<file path="config.mk">
export PLATFORM = sky130hd
export DESIGN_NAME = node_id_regs
export DESIGN_NICKNAME = d
export VERILOG_FILES = /design/src/rtl/node_id_pkg.sv /design/src/rtl/node_id_word.sv /design/src/rtl/rom_map_xlate.sv /design/src/rtl/node_id_regs.sv
export SDC_FILE = /design/constraint.sdc
export NUM_CORES = 1
export LEC_CHECK = 0
export ABC_AREA = 1
export ABC_CLOCK_PERIOD_IN_PS = 1870
export BUFFER_PORTS_ARGS = -buffer_cell sky130_fd_sc_hd__buf_2
export CAP_MARGIN = 10
export CORE_AREA = 2 2 134 136
export CTS_BUF_LIST = sky130_fd_sc_hd__clkbuf_8
export DETAILED_ROUTE_END_ITERATION = 8
export DIE_AREA = 0 0 136 138
export PLACE_DENSITY = 0.67
export SLEW_MARGIN = 20
export SYNTH_ARGS = -nofsm -noshare
export SYNTH_HDL_FRONTEND = slang
export SYNTH_HIERARCHICAL = 1
export SYNTH_SLANG_ARGS = --single-unit
</file>
<file path="constraint.sdc">
create_clock -name clk -period 1.87 [get_ports clk]
set_input_delay 0.0935 -clock clk [delete_from_list [all_inputs] [get_ports clk]]
set_output_delay 0.0935 -clock clk [all_outputs]
set_load 0.02 [all_outputs]
</file>
<file path="src/rtl/node_id_pkg.sv">
// Package: offsets and shared widths for the node identifier register unit.
// Assumes byte offsets of 8 bits and 32-bit register words.
package node_id_pkg;
    localparam int unsigned REG_AW   = 8;
    localparam int unsigned REG_DW   = 32;
    localparam int unsigned OFS_W    = 48;
    localparam int unsigned SPAN_W   = 10;
    localparam int unsigned ID_WORDS = 2;

    localparam logic [REG_AW-1:0] ADDR_ID_HI = 8'h24;
    localparam logic [REG_AW-1:0] ADDR_ID_LO = 8'h28;
    localparam logic [REG_AW-1:0] ADDR_MAP   = 8'h34;

    localparam logic [OFS_W-1:0] ROM_WIN_BASE = 48'hFFFF_F000_0400;
endpackage

</file>
<file path="src/rtl/node_id_word.sv">
// Module: one write-once identifier word.
// The word takes a single load, from the EEPROM port when ee_present is high
// or from a host write when it is low, and then locks. Only grst_n clears it.
// Assumes that load strobes are single-cycle and synchronous to clk.
module node_id_word #(
    parameter int unsigned DW = 32
) (
    input  logic          clk,
    input  logic          grst_n,
    input  logic          ee_present,
    input  logic          ee_load,
    input  logic [DW-1:0] ee_data,
    input  logic          host_wr,
    input  logic [DW-1:0] host_data,
    output logic [DW-1:0] value,
    output logic          locked
);
    logic take_ee;
    logic take_host;

    // Select the load source that the present flag allows.
    always_comb begin
        take_ee   = !locked && ee_present && ee_load;
        take_host = !locked && !ee_present && host_wr;
    end

    // Store the first allowed load and set the lock bit.
    always_ff @(posedge clk) begin
        if (!grst_n) begin
            value  <= '0;
            locked <= 1'b0;
        end else if (take_ee) begin
            value  <= ee_data;
            locked <= 1'b1;
        end else if (take_host) begin
            value  <= host_data;
            locked <= 1'b1;
        end
    end
endmodule

</file>
<file path="src/rtl/rom_map_xlate.sv">
// Module: configuration ROM mapping register and offset translator.
// Keeps only the upper DW-SPAN_W bits of the base. Offsets inside the
// 2**SPAN_W byte window that starts at WIN_BASE become base + low offset bits.
// Assumes WIN_BASE is aligned to 2**SPAN_W.
module rom_map_xlate #(
    parameter int unsigned DW       = 32,
    parameter int unsigned OW       = 48,
    parameter int unsigned SPAN_W   = 10,
    parameter logic [OW-1:0] WIN_BASE = 48'hFFFF_F000_0400
) (
    input  logic          clk,
    input  logic          grst_n,
    input  logic          map_wr,
    input  logic [DW-1:0] map_wdata,
    output logic [DW-1:0] map_value,
    input  logic          req,
    input  logic          quadlet,
    input  logic [OW-1:0] offset,
    output logic          valid,
    output logic          miss,
    output logic [DW-1:0] addr
);
    localparam int unsigned BASE_W = DW - SPAN_W;

    logic [BASE_W-1:0] base_q;
    logic              in_win;
    logic [DW-1:0]     sum;

    // Keep the writable upper part of the mapping base.
    always_ff @(posedge clk) begin
        if (!grst_n)
            base_q <= '0;
        else if (map_wr)
            base_q <= map_wdata[DW-1:SPAN_W];
    end

    // Present the base with the reserved low bits tied to zero.
    always_comb map_value = {base_q, {SPAN_W{1'b0}}};

    // Decode the window and form the host address.
    always_comb begin
        in_win = (offset[OW-1:SPAN_W] == WIN_BASE[OW-1:SPAN_W]);
        sum    = map_value + {{BASE_W{1'b0}}, offset[SPAN_W-1:0]};
    end

    // Register the translation outcome for one-cycle latency.
    always_ff @(posedge clk) begin
        if (!grst_n) begin
            valid <= 1'b0;
            miss  <= 1'b0;
            addr  <= '0;
        end else begin
            valid <= req && quadlet && in_win;
            miss  <= req && !(quadlet && in_win);
            addr  <= (req && quadlet && in_win) ? sum : '0;
        end
    end
endmodule

</file>
<file path="src/rtl/node_id_regs.sv">
// Module: top of the node identifier register unit.
// Holds two write-once identifier words, the ROM mapping register and the
// read-offset translator behind a simple strobe-based register bus.
// Assumes that reg_wr and reg_rd are single-cycle strobes with a stable address.
module node_id_regs
    import node_id_pkg::*;
(
    input  logic              clk,
    input  logic              grst_n,
    input  logic              reg_wr,
    input  logic              reg_rd,
    input  logic [REG_AW-1:0] reg_addr,
    input  logic [REG_DW-1:0] reg_wdata,
    output logic [REG_DW-1:0] reg_rdata,
    input  logic              ee_present,
    input  logic              ee_load_hi,
    input  logic              ee_load_lo,
    input  logic [REG_DW-1:0] ee_data,
    input  logic              xl_req,
    input  logic              xl_quadlet,
    input  logic [OFS_W-1:0]  xl_offset,
    output logic              xl_valid,
    output logic              xl_miss,
    output logic [REG_DW-1:0] xl_addr
);
    localparam logic [REG_AW-1:0] ID_ADDR [ID_WORDS] = '{ADDR_ID_HI, ADDR_ID_LO};

    logic [REG_DW-1:0] id_val  [ID_WORDS];
    logic              id_lock [ID_WORDS];
    logic [ID_WORDS-1:0] ee_strobe;
    logic [REG_DW-1:0] map_value;
    logic [REG_DW-1:0] id_hi_q;
    logic [REG_DW-1:0] id_lo_q;
    logic              lock_hi;
    logic              lock_lo;
    logic              map_wr;

    // Group the EEPROM strobes by word index (0 = upper, 1 = lower).
    always_comb ee_strobe = {ee_load_lo, ee_load_hi};

    // One write-once word per identifier half.
    for (genvar gi = 0; gi < ID_WORDS; gi++) begin : g_id
        node_id_word #(.DW(REG_DW)) u_word (
            .clk       (clk),
            .grst_n    (grst_n),
            .ee_present(ee_present),
            .ee_load   (ee_strobe[gi]),
            .ee_data   (ee_data),
            .host_wr   (reg_wr && (reg_addr == ID_ADDR[gi])),
            .host_data (reg_wdata),
            .value     (id_val[gi]),
            .locked    (id_lock[gi])
        );
    end

    // Name the word outputs for readback and for the checker.
    always_comb begin
        id_hi_q = id_val[0];
        id_lo_q = id_val[1];
        lock_hi = id_lock[0];
        lock_lo = id_lock[1];
        map_wr  = reg_wr && (reg_addr == ADDR_MAP);
    end

    rom_map_xlate #(
        .DW      (REG_DW),
        .OW      (OFS_W),
        .SPAN_W  (SPAN_W),
        .WIN_BASE(ROM_WIN_BASE)
    ) u_xlate (
        .clk      (clk),
        .grst_n   (grst_n),
        .map_wr   (map_wr),
        .map_wdata(reg_wdata),
        .map_value(map_value),
        .req      (xl_req),
        .quadlet  (xl_quadlet),
        .offset   (xl_offset),
        .valid    (xl_valid),
        .miss     (xl_miss),
        .addr     (xl_addr)
    );

    // Registered read port; zero when idle or unmapped.
    always_ff @(posedge clk) begin
        if (!grst_n || !reg_rd)
            reg_rdata <= '0;
        else begin
            unique case (reg_addr)
                ADDR_ID_HI: reg_rdata <= id_hi_q;
                ADDR_ID_LO: reg_rdata <= id_lo_q;
                ADDR_MAP:   reg_rdata <= map_value;
                default:    reg_rdata <= '0;
            endcase
        end
    end
endmodule

</file>
==> qor.csv, run 1 <==
stage,metric,value,unit
min_path,hp-class,in -> reg,
grt,grt_use_total,0.240,
cts,root_buffer,clkbuf_8,
job,maxCapViolCount,0,
detailed_routing,drt_iter0_drc,613,
logic_synthesis,avgSynthCellArea,7.18,sq um
sta,finalCriticalPeriod,1.57,ns
sta,setup_viol,0,
die,die_height,138,um
logic_synthesis,syn-instance-count,1038,
detailed_routing,wire_per_inst,15.1,um
logic_synthesis,synth_cell_types,26,
critical_path,worstSetupPathType,reg -> reg,
placement,numPortBuffers,194,
detailed_routing,antenna_left,0,
cts,cts_resized,0,
power_and_ir_drop,p_int,5120,uW
final_layout,areaGrowthSynthToFinish,27.4,%
final_layout,nets,1396,
cts,clk_latency,0.47,ns
sta,period_share,0.838,
outcome,status,"finished, final reports clean",
cts,clkTransAtPathRegs,0.08,ns
die,coreArea,17500,sq um
logic_synthesis,synth_top_area_share,0.413,
logic_synthesis,synth_area_leader_cell,dfxtp_1,
logic_synthesis,synth_seq_cells,154,
grt,antenna_found_initial,1,
cts,postCtsHoldBufs,67,
power_and_ir_drop,power_frac_comb,0.127,
grt,grt_overflow,0,
power_and_ir_drop,netSwitchingFraction,0.264,
power_and_ir_drop,switching_power,1840,uW
power_and_ir_drop,sequentialPowerShare,0.487,
grt,grt_max_degree,50,
power_and_ir_drop,p_per_area,733,nW/um^2
die,rows,49,
logic_synthesis,synthesis.area,7460,sq um
critical_path,worstPathMaxFanout,31,
power_and_ir_drop,clkPwrFrac,0.386,
sta,rsz0062_at_grt,false,
final_layout,drive_gt1_frac,0.250,
die,die_x,136,um
logic_synthesis,ys_top_cells_by_area,"dfxtp_1 (41%), nand2_1 (12%), nand3_1 (11%)",
logic_synthesis,ys_seq_area_frac,0.413,
sta,fmax,0.638,GHz
sta,tightest_slew,0.565,ns
sta,hold_viol_final,0,
die,initial_utilization,0.425,
logic_synthesis,synth_edf_count,0,
cts,cts_inserted_buffers,17,
sta,relSlewSlack,0.623,
sta,clock_skew,0.0165,ns
critical_path,required,2.26,ns
final_layout,fill_cells,1722,
logic_synthesis,yosys-top-cells-count,"nand2_1 (243), nand3_1 (166), dfxtp_1 (154)",
power_and_ir_drop,p_leak,0.00451,uW
cts,cts_tree,built,
sta,slew_violations,0,
die,ios,195,
detailed_routing,drt-pass1-iter-count,8,
grt,grt_pass1_wl,35600,um
logic_synthesis,ys.flop_type,dfxtp_1,
critical_path,worstSetupEndpointType,flip-flop,
sta,holdWs,0.0264,ns
cts,cts.sinks,154,
critical_path,cp_data_arrival_time,1.96,ns
die,dieArea,18800,sq um
detailed_routing,drt-total-wl,22800,um
detailed_routing,drc,0,
cts,htreeDepth,4,
cts,clk_path_buf_depth,2,
logic_synthesis,yosysWarnings,6,
critical_path,start_kind,flip-flop,
grt,grt_pass1_vias,6907,
sta,fin_tns_setup,0,ns
power_and_ir_drop,vdd_drop_max,0.475,mV
placement,dp_hpwl,15000,um
detailed_routing,vias,7630,
cts,cts_setup_buffers,0,
logic_synthesis,async_flop_share,0,
logic_synthesis,yosysMostFrequentCell,nand2_1,
detailed_routing,vias_per_cell,5.05,
placement,gp_congestion,0.888,
[layout by cell type (no fill, tap or decap), drive strengths merged]
master / n
inv: 100
dlygate4sd3: 67
nand3: 171
nand2: 250
a31oi: 1
clkinv: 5
nand4: 69
clkbuf: 19
conb: 10
nor2: 98
nand3b: 1
o21ai: 24
diode: 1
dfxtp: 154
buf: 224
bufinv: 3
a21oi: 82
clkinvlp: 2
[metrics by stage]
step / total power [uW] / util / worst slack, ns / instances / area [sq um]
CTS: 7010 / 0.542 / 0.312 / 1509 / 9500
finish: 6960 / 0.542 / 0.303 / 1510 / 9500
floorplan: 3970 / - / 0.440 / 1047 / 7490
detailed placement: 4230 / 0.479 / 0.165 / 1410 / 8400
global placement: 4220 / 0.479 / 0.208 / 1410 / 8400
global route: 7260 / 0.542 / 0.198 / 1510 / 9500
[critical path: stages (launching register included)]
cell	delay, ns
dfxtp_1	0.34
inv_4	0.16
nand3_4	0.29
nand2_4	0.45
nand2_1	0.12
a21oi_1	0.13
[power by group through the flow]
stage / clock (uW) / sequential, uW / combinational (uW)
floorplan: 0 / 3460 / 512
global placement: 0 / 3470 / 757
detailed placement: 0 / 3470 / 765
CTS: 2740 / 3390 / 877
global route: 2890 / 3400 / 973
finish: 2680 / 3390 / 883
[cell type report]
class / count / area [sq um] / area share
Antenna cell: 1 / 2.50 / 0.000263
Clock buffer: 19 / 262 / 0.0275
Clock inverter: 13 / 165 / 0.0174
Inverter: 97 / 369 / 0.0389
Multi-Input combinational cell: 706 / 3440 / 0.362
Sequential cell: 154 / 3080 / 0.325
Tap cell: 229 / 287 / 0.0302
Timing Repair Buffer: 291 / 1890 / 0.199
[per-layer routing]
metal / track usage / vias up / wire length, um / share of wire
met5: 0 / - / 0 / 0
met4: 0.0746 / 0 / 348 / 0.015
met1: 0.320 / 3429 / 9790 / 0.43
li1: - / 3830 / - / -
met2: 0.392 / 344 / 10800 / 0.47
met3: 0.0444 / 27 / 1900 / 0.083
[state kept, by name (all words and copies together) (netlist names)]
signal and cells:
u_xlate/base_q 22, u_xlate/addr 32, u_xlate/miss 1, g_id.u_word/value 64
reg_rdata 32, u_xlate/valid 1, g_id.u_word/locked 2
[path summary, 6_finish.rpt]
check                                            from  cells past startpoint  slack [ns]                  endpoint
worst min-delay path                      ee_data[27]                      5        0.03  g_id[1].u_word/value[27]
worst max-delay path            g_id[1].u_word/locked                      5        0.30  g_id[1].u_word/value[26]
worst max register to register  g_id[1].u_word/locked                      5        0.30  g_id[1].u_word/value[26]
worst min register to register     u_xlate/base_q[21]                      2        0.46          u_xlate/addr[31]
[cells by family (layout without fill, tap and decap cells)]
family	after synthesis	in the layout	share of synthesized area
AND/OR/NAND/NOR	589	589	0.383
buffers and inverters	187	420	0.131
AO/OA/AOI/OAI	107	107	0.0720
other	1	11	0.000503
flip-flops	154	154	0.413
Power figures use the tool's default switching activity.
==> run 2: changes to the inputs <==
- ABC_CLOCK_PERIOD_IN_PS: 1870 -> 1580
- clock period: 1.87 -> 1.58 ns (I/O delays scaled with it)
==> qor.csv, run 2 (synthesis results as in run 1) <==
stage,metric,value,unit,change
outcome,status,"finished, final reports clean",,unchanged
sta,fmax,0.729,GHz,was 0.638 GHz
final_layout,reg_top3,"g_id.u_word/value (64), reg_rdata (32), u_xlate/addr (32)",,unchanged
critical_path,cp_data_arrival_time,1.74,ns,was 1.96 ns
sta,fin_tns_setup,0,ns,unchanged
cts,cts_resized,0,,unchanged
die,rows,49,,unchanged
sta,slew_violations,0,,unchanged
final_layout,areaGrowthSynthToFinish,31.3,%,was 27.4%
cts,cts_tree,built,,unchanged
cts,clk_latency,0.47,ns,about the same
sta,tightest_slew,0.530,ns,was 0.565 ns
sta,period_share,0.868,,was 0.838
die,die_height,138,um,unchanged
final_layout,regMostFlops,g_id.u_word/value,,unchanged
critical_path,r2r-start,g_id[0].u_word/locked,,was g_id[1].u_word/locked
critical_path,cpMostUsedCell,nand2_1,,
critical_path,crit_chain,inv_4 > nand3_4 > buf_12 > nand2_1 > nand2_1 > nand2_1 > a21oi_1,,was inv_4 > nand3_4 > nand2_4 > nand2_1 > a21oi_1
grt,grt_pass1_vias,7209,,was 6907
cts,cts.sinks,154,,unchanged
die,ios,195,,unchanged
detailed_routing,drt-total-wl,22800,um,about the same
grt,antenna_found_initial,1,,unchanged
cts,root_buffer,clkbuf_8,,unchanged
final_layout,nets,1418,,was 1396
final_layout,fill_cells,1717,,was 1722
die,die_x,136,um,unchanged
die,initial_utilization,0.425,,unchanged
detailed_routing,vias_per_cell,5.04,,was 5.05
cts,cts_inserted_buffers,17,,unchanged
critical_path,startpoint,g_id[0].u_word/locked,,was g_id[1].u_word/locked
critical_path,required,1.94,ns,was 2.26 ns
grt,grt_overflow,0,,unchanged
sta,setup_viol,0,,unchanged
placement,dpl_worst_slack,0.132,ns,was 0.165 ns
final_layout,final_common_cell,nand2_1,,unchanged
sta,finalCriticalPeriod,1.37,ns,was 1.57 ns
final_layout,drive_gt1_frac,0.256,,was 0.250
sta,hold_viol_final,0,,unchanged
critical_path,max_stage_delay,0.34,ns,was 0.45 ns
power_and_ir_drop,vdd_drop_max,0.515,mV,was 0.475 mV
detailed_routing,drc,0,,unchanged
sta,setup_slack,0.208,ns,was 0.303 ns
detailed_routing,wire_per_inst,14.9,um,was 15.1 um
detailed_routing,drt-pass1-iter-count,5,,was 8
critical_path,worstSetupPathType,reg -> reg,,unchanged
critical_path,start_kind,flip-flop,,unchanged
min_path,min_from,xl_offset[12],,was ee_data[27]
cts,cts_setup_buffers,0,,unchanged
sta,rsz0062_at_grt,false,,unchanged
job,maxCapViolCount,0,,unchanged
critical_path,worstSetupEndpointType,flip-flop,,unchanged
placement,numPortBuffers,194,,unchanged
cts,clk_path_buf_depth,2,,unchanged
die,coreArea,17500,sq um,unchanged
final_layout,mostFrequentLayoutCells,"nand2_1 (243), buf_2 (194), nand3_1 (166), dfxtp_1 (154), inv_1 (90)",,unchanged
grt,grt_use_total,0.243,,was 0.240
critical_path,worstPathMaxFanout,37,,was 31
placement,gp_congestion,0.865,,was 0.888
power_and_ir_drop,p_leak,0.00465,uW,was 0.00451 uW
final_layout,largest_reg_flops,64,,unchanged
power_and_ir_drop,p_per_area,844,nW/um^2,was 733 nW/um^2
grt,grt_pass1_wl,36000,um,was 35600 um
detailed_routing,antenna_left,0,,unchanged
detailed_routing,drt_iter0_drc,574,,was 613
critical_path,crit_slowest_cell,dfxtp_1,,was nand2_4
final_layout,post-route-util,0.558,,was 0.542
placement,dp_hpwl,15100,um,was 15000 um
sta,clock_skew,0.0129,ns,was 0.0165 ns
die,dieArea,18800,sq um,unchanged
min_path,hp-class,in -> reg,,unchanged
cts,htreeDepth,4,,unchanged
grt,grt_max_degree,50,,unchanged
detailed_routing,vias,7715,,was 7630
cts,clkTransAtPathRegs,0.08,ns,about the same
sta,relSlewSlack,0.646,,was 0.623
## run 2: metal layers
metal	wire length [um]	global-route usage	up-vias	part of all wire
li1	-	-	3875	-
met1	9920	0.318	3465	0.43
met2	10400	0.393	334	0.46
met3	1880	0.0488	41	0.082
met4	569	0.0943	0	0.025
met5	0	0	-	0
## run 2: what timing repair did
action / in CTS / in global routing
hold buffers: 76 / 0
setup endpoints to repair: 0 / 0
endpoints found under the hold margin: 96 / 0
## run 2: report_power, final
part	internal, uW	total (uW)	leakage (uW)	switching (uW)
Clock	1610	3140	0.000213	1530
Combinational	490	1110	0.00319	621
Sequential	3970	4010	0.00125	46.3
## run 2: cell type report
type	count	area, sq um	area share
diodes	1	2.50	0.000256
clock buffers	18	248	0.0253
clock inverters	14	170	0.0174
inverters	97	369	0.0377
multi-input cells	706	3440	0.351
flip-flops and latches	154	3080	0.315
well taps	229	287	0.0293
repair buffers	313	2190	0.224
## run 2: worst max-delay path, delay by kind of cell, from the launching register on
kind,cells,cell delay (ns)
and+or+nand+nor,4,0.44
AOI/OAI and AO/OA,1,0.05
DFF,1,0.34
buffers and inverters,2,0.42
## run 2: stage by stage
step	instance area, sq um	hold WS [ns]	std cells	total power (uW)
5_1_grt	9790	0.0470	1532	8650
6_report	9790	0.0263	1532	8270
2_1_floorplan	7490	0.177	1047	4700
3_3_place_gp	8610	0.298	1423	5050
3_5_place_dp	8610	0.307	1423	5050
4_1_cts	9790	0.0134	1531	8350
## run 2: final timing paths
| check | depth (start not counted) | slack [ns] | endpoint |
|---|---|---|---|
| setup / recovery | 7 | 0.21 | g_id[0].u_word/value[4] |
| hold reg to reg | 2 | 0.46 | u_xlate/addr[31] |
| hold / removal | 5 | 0.03 | u_xlate/miss |
| setup reg to reg | 7 | 0.21 | g_id[0].u_word/value[4] |
==> run 3: changes to the inputs <==
- ABC_AREA: 1 -> default
- CORE_AREA: 2 2 134 136 -> 2 2 127 129
- DIE_AREA: 0 0 136 138 -> 0 0 129 131
- PLACE_DENSITY: 0.67 -> 0.69
==> qor.csv, run 3 <==
stage,metric,value,unit,change
critical_path,worstPathMaxFanout,16,,was 37
sta,fmax,0.625,GHz,was 0.729 GHz
grt,antenna_found_initial,0,,was 1
cts,cts_tree,built,,unchanged
outcome,status,finished with violations,,"was finished, final reports clean"
cts,htreeDepth,4,,unchanged
cts,cts_inserted_buffers,17,,unchanged
grt,grt_use_total,0.241,,was 0.243
die,dieArea,16900,sq um,was 18800 sq um
power_and_ir_drop,clkPwrFrac,0.383,,was 0.380
sta,fin_tns_setup,-0.0586,ns,was 0 ns
detailed_routing,drt_iter0_drc,391,,was 574
logic_synthesis,yosysWarnings,6,,unchanged
detailed_routing,vias_per_cell,5.36,,was 5.04
final_layout,nets,1010,,was 1418
logic_synthesis,synth_seq_cells,154,,unchanged
grt,grt_max_degree,47,,was 50
final_layout,drive_gt1_frac,0.346,,was 0.256
power_and_ir_drop,p_int,6050,uW,was 6070 uW
power_and_ir_drop,netSwitchingFraction,0.245,,was 0.266
final_layout,regMostFlops,g_id.u_word/value,,unchanged
power_and_ir_drop,power_frac_comb,0.111,,was 0.134
detailed_routing,drt-pass1-iter-count,5,,unchanged
logic_synthesis,synth_top_area_share,0.458,,was 0.413
cts,clkTransAtPathRegs,0.08,ns,about the same
die,rows,46,,was 49
power_and_ir_drop,switching_power,1960,uW,was 2200 uW
grt,grt_pass1_wl,31400,um,was 36000 um
sta,setup_viol,9,,was 0
logic_synthesis,ys_top_cells_by_area,"dfxtp_1 (46%), o221a_1 (9.4%), o21a_1 (6.7%)",,"was dfxtp_1 (41%), nand2_1 (12%), nand3_1 (11%)"
logic_synthesis,ys_seq_area_frac,0.458,,was 0.413
final_layout,largest_reg_flops,64,,unchanged
sta,rsz0062_at_grt,true,,was false
detailed_routing,drc,0,,unchanged
detailed_routing,vias,5947,,was 7715
power_and_ir_drop,p_per_area,887,nW/um^2,was 844 nW/um^2
sta,finalCriticalPeriod,1.60,ns,was 1.37 ns
sta,setup_slack,-0.0205,ns,was 0.208 ns
die,die_height,131,um,was 138 um
final_layout,antenna_cells,0,,was 1
sta,hold_viol_final,0,,unchanged
detailed_routing,wire_per_inst,17.9,um,was 14.9 um
sta,clock_skew,0.0147,ns,was 0.0129 ns
critical_path,cp_data_arrival_time,1.95,ns,was 1.74 ns
die,ios,195,,unchanged
cts,root_buffer,clkbuf_8,,unchanged
final_layout,reg_top3,"g_id.u_word/value (64), reg_rdata (32), u_xlate/addr (32)",,unchanged
power_and_ir_drop,vdd_drop_max,0.581,mV,was 0.515 mV
critical_path,worstSetupPathType,in -> reg,,was reg -> reg
power_and_ir_drop,sequentialPowerShare,0.507,,was 0.485
final_layout,final_common_cell,buf_2,,was nand2_1
grt,grt_pass1_vias,5960,,was 7209
logic_synthesis,syn-instance-count,639,,was 1038
logic_synthesis,async_flop_share,0,,unchanged
job,maxCapViolCount,0,,unchanged
logic_synthesis,yosys-top-cells-count,"dfxtp_1 (154), nand2_1 (65), o21a_1 (60)",,"was nand2_1 (243), nand3_1 (166), dfxtp_1 (154)"
logic_synthesis,synth_area_leader_cell,dfxtp_1,,unchanged
logic_synthesis,synthesis.area,6730,sq um,was 7460 sq um
sta,period_share,1.01,,was 0.868
detailed_routing,drt-total-wl,19900,um,was 22800 um
outcome,violations,setup timing,,
logic_synthesis,avgSynthCellArea,10.5,sq um,was 7.18 sq um
grt,grt_overflow,0,,unchanged
critical_path,worstSetupEndpointType,flip-flop,,unchanged
placement,numPortBuffers,194,,unchanged
placement,dp_hpwl,12700,um,was 15100 um
sta,slew_violations,0,,unchanged
cts,clk_latency,0.46,ns,was 0.47 ns
power_and_ir_drop,p_leak,0.00349,uW,was 0.00465 uW
die,coreArea,15600,sq um,was 17500 sq um
final_layout,areaGrowthSynthToFinish,34.2,%,was 31.3%
cts,clk_path_buf_depth,2,,unchanged
logic_synthesis,synth_cell_types,39,,was 26
logic_synthesis,synth_edf_count,0,,unchanged
final_layout,mostFrequentLayoutCells,"buf_2 (192), dfxtp_1 (154), nand2_1 (64), dlygate4sd3_1 (61), o21a_1 (60)",,"was nand2_1 (243), buf_2 (194), nand3_1 (166), dfxtp_1 (154), inv_1 (90)"
min_path,hp-class,in -> reg,,unchanged
placement,gp_congestion,0.807,,was 0.865
sta,holdWs,0.0272,ns,was 0.0263 ns
cts,cts.sinks,154,,unchanged
die,initial_utilization,0.431,,was 0.425
critical_path,start_kind,input pin,,was flip-flop
critical_path,required,1.93,ns,was 1.94 ns
die,die_x,129,um,was 136 um
logic_synthesis,ys.flop_type,dfxtp_1,,unchanged
detailed_routing,antenna_left,0,,unchanged
logic_synthesis,yosysMostFrequentCell,dfxtp_1,,was nand2_1
-- run 3: per-stage QoR --
stage | util | setup slack [ns] | cell area, sq um | power (uW) | instances
2_1_floorplan | - | -0.224 | 6800 | 4560 | 648
3_3_place_gp | 0.507 | -0.470 | 7920 | 4890 | 1014
3_5_place_dp | 0.507 | -0.530 | 7920 | 4900 | 1014
4_1_cts | 0.573 | 0.0364 | 8940 | 8060 | 1108
5_1_grt | 0.579 | -0.0411 | 9030 | 8350 | 1110
6_report | 0.579 | -0.0205 | 9030 | 8010 | 1110
-- run 3: area by class of cell --
class / count / area, sq um
multi-input combinational: 414 / 3230
fill: 1369 / 6570
sequential: 154 / 3080
clock buffer: 18 / 248
clock inverter: 14 / 156
inverter: 2 / 7.51
timing repair buffer: 292 / 2030
tap: 216 / 270
-- run 3: timing repair --
action	in CTS	in global routing
gates resized for setup	0	12
setup endpoints to repair	25	31
endpoints found under the hold margin	70	0
buffers inserted	1	1
hold buffers	61	0
pin swaps	1	2
cloned	0	1
-- run 3: final timing paths --
path | startpoint | endpoint | slack (ns) | cells after the start
worst max-delay path | reg_addr[7] | g_id[0].u_word/value[24] | -0.02 | 9
worst min-delay path | ee_load_hi | g_id[0].u_word/locked | 0.03 | 3
worst max register to register | g_id[1].u_word/locked | g_id[1].u_word/value[23] | 0.12 | 4
worst min register to register | u_xlate/base_q[15] | u_xlate/addr[25] | 0.47 | 2
-- run 3: kinds of logic after synthesis --
group	Yosys count	share of synthesized area
buffers and inverters	80	0.0764
muxes	28	0.0417
other	1	0.000557
AOI/OAI and AO/OA	163	0.209
and+or+nand+nor	213	0.214
DFF	154	0.458
-- run 3: critical path, stage by stage --
cell      delay [ns]
buf_6           0.10
nor4b_4         0.28
nand3b_1        0.14
buf_6           0.16
nor3b_4         0.19
or3b_4          0.46
buf_12          0.18
o221a_2         0.26
o21a_1          0.10
-- run 3: routing by layer --
metal	GRT usage	vias to the layer above	part of all wire
li1	-	2851	-
met1	0.310	2870	0.46
met2	0.397	198	0.46
met3	0.0525	28	0.057
met4	0.0940	0	0.022
met5	0	-	0
-- run 3: power by group through the flow --
| stage | Clock, uW | Sequential, uW | Combinational [uW] |
|---|---|---|---|
| 6_report | 3070 | 4060 | 888 |
| 5_1_grt | 3310 | 4080 | 961 |
| 4_1_cts | 3120 | 4060 | 875 |
| 3_5_place_dp | 0 | 4150 | 753 |
| 3_3_place_gp | 0 | 4150 | 747 |
| 2_1_floorplan | 0 | 4140 | 421 |
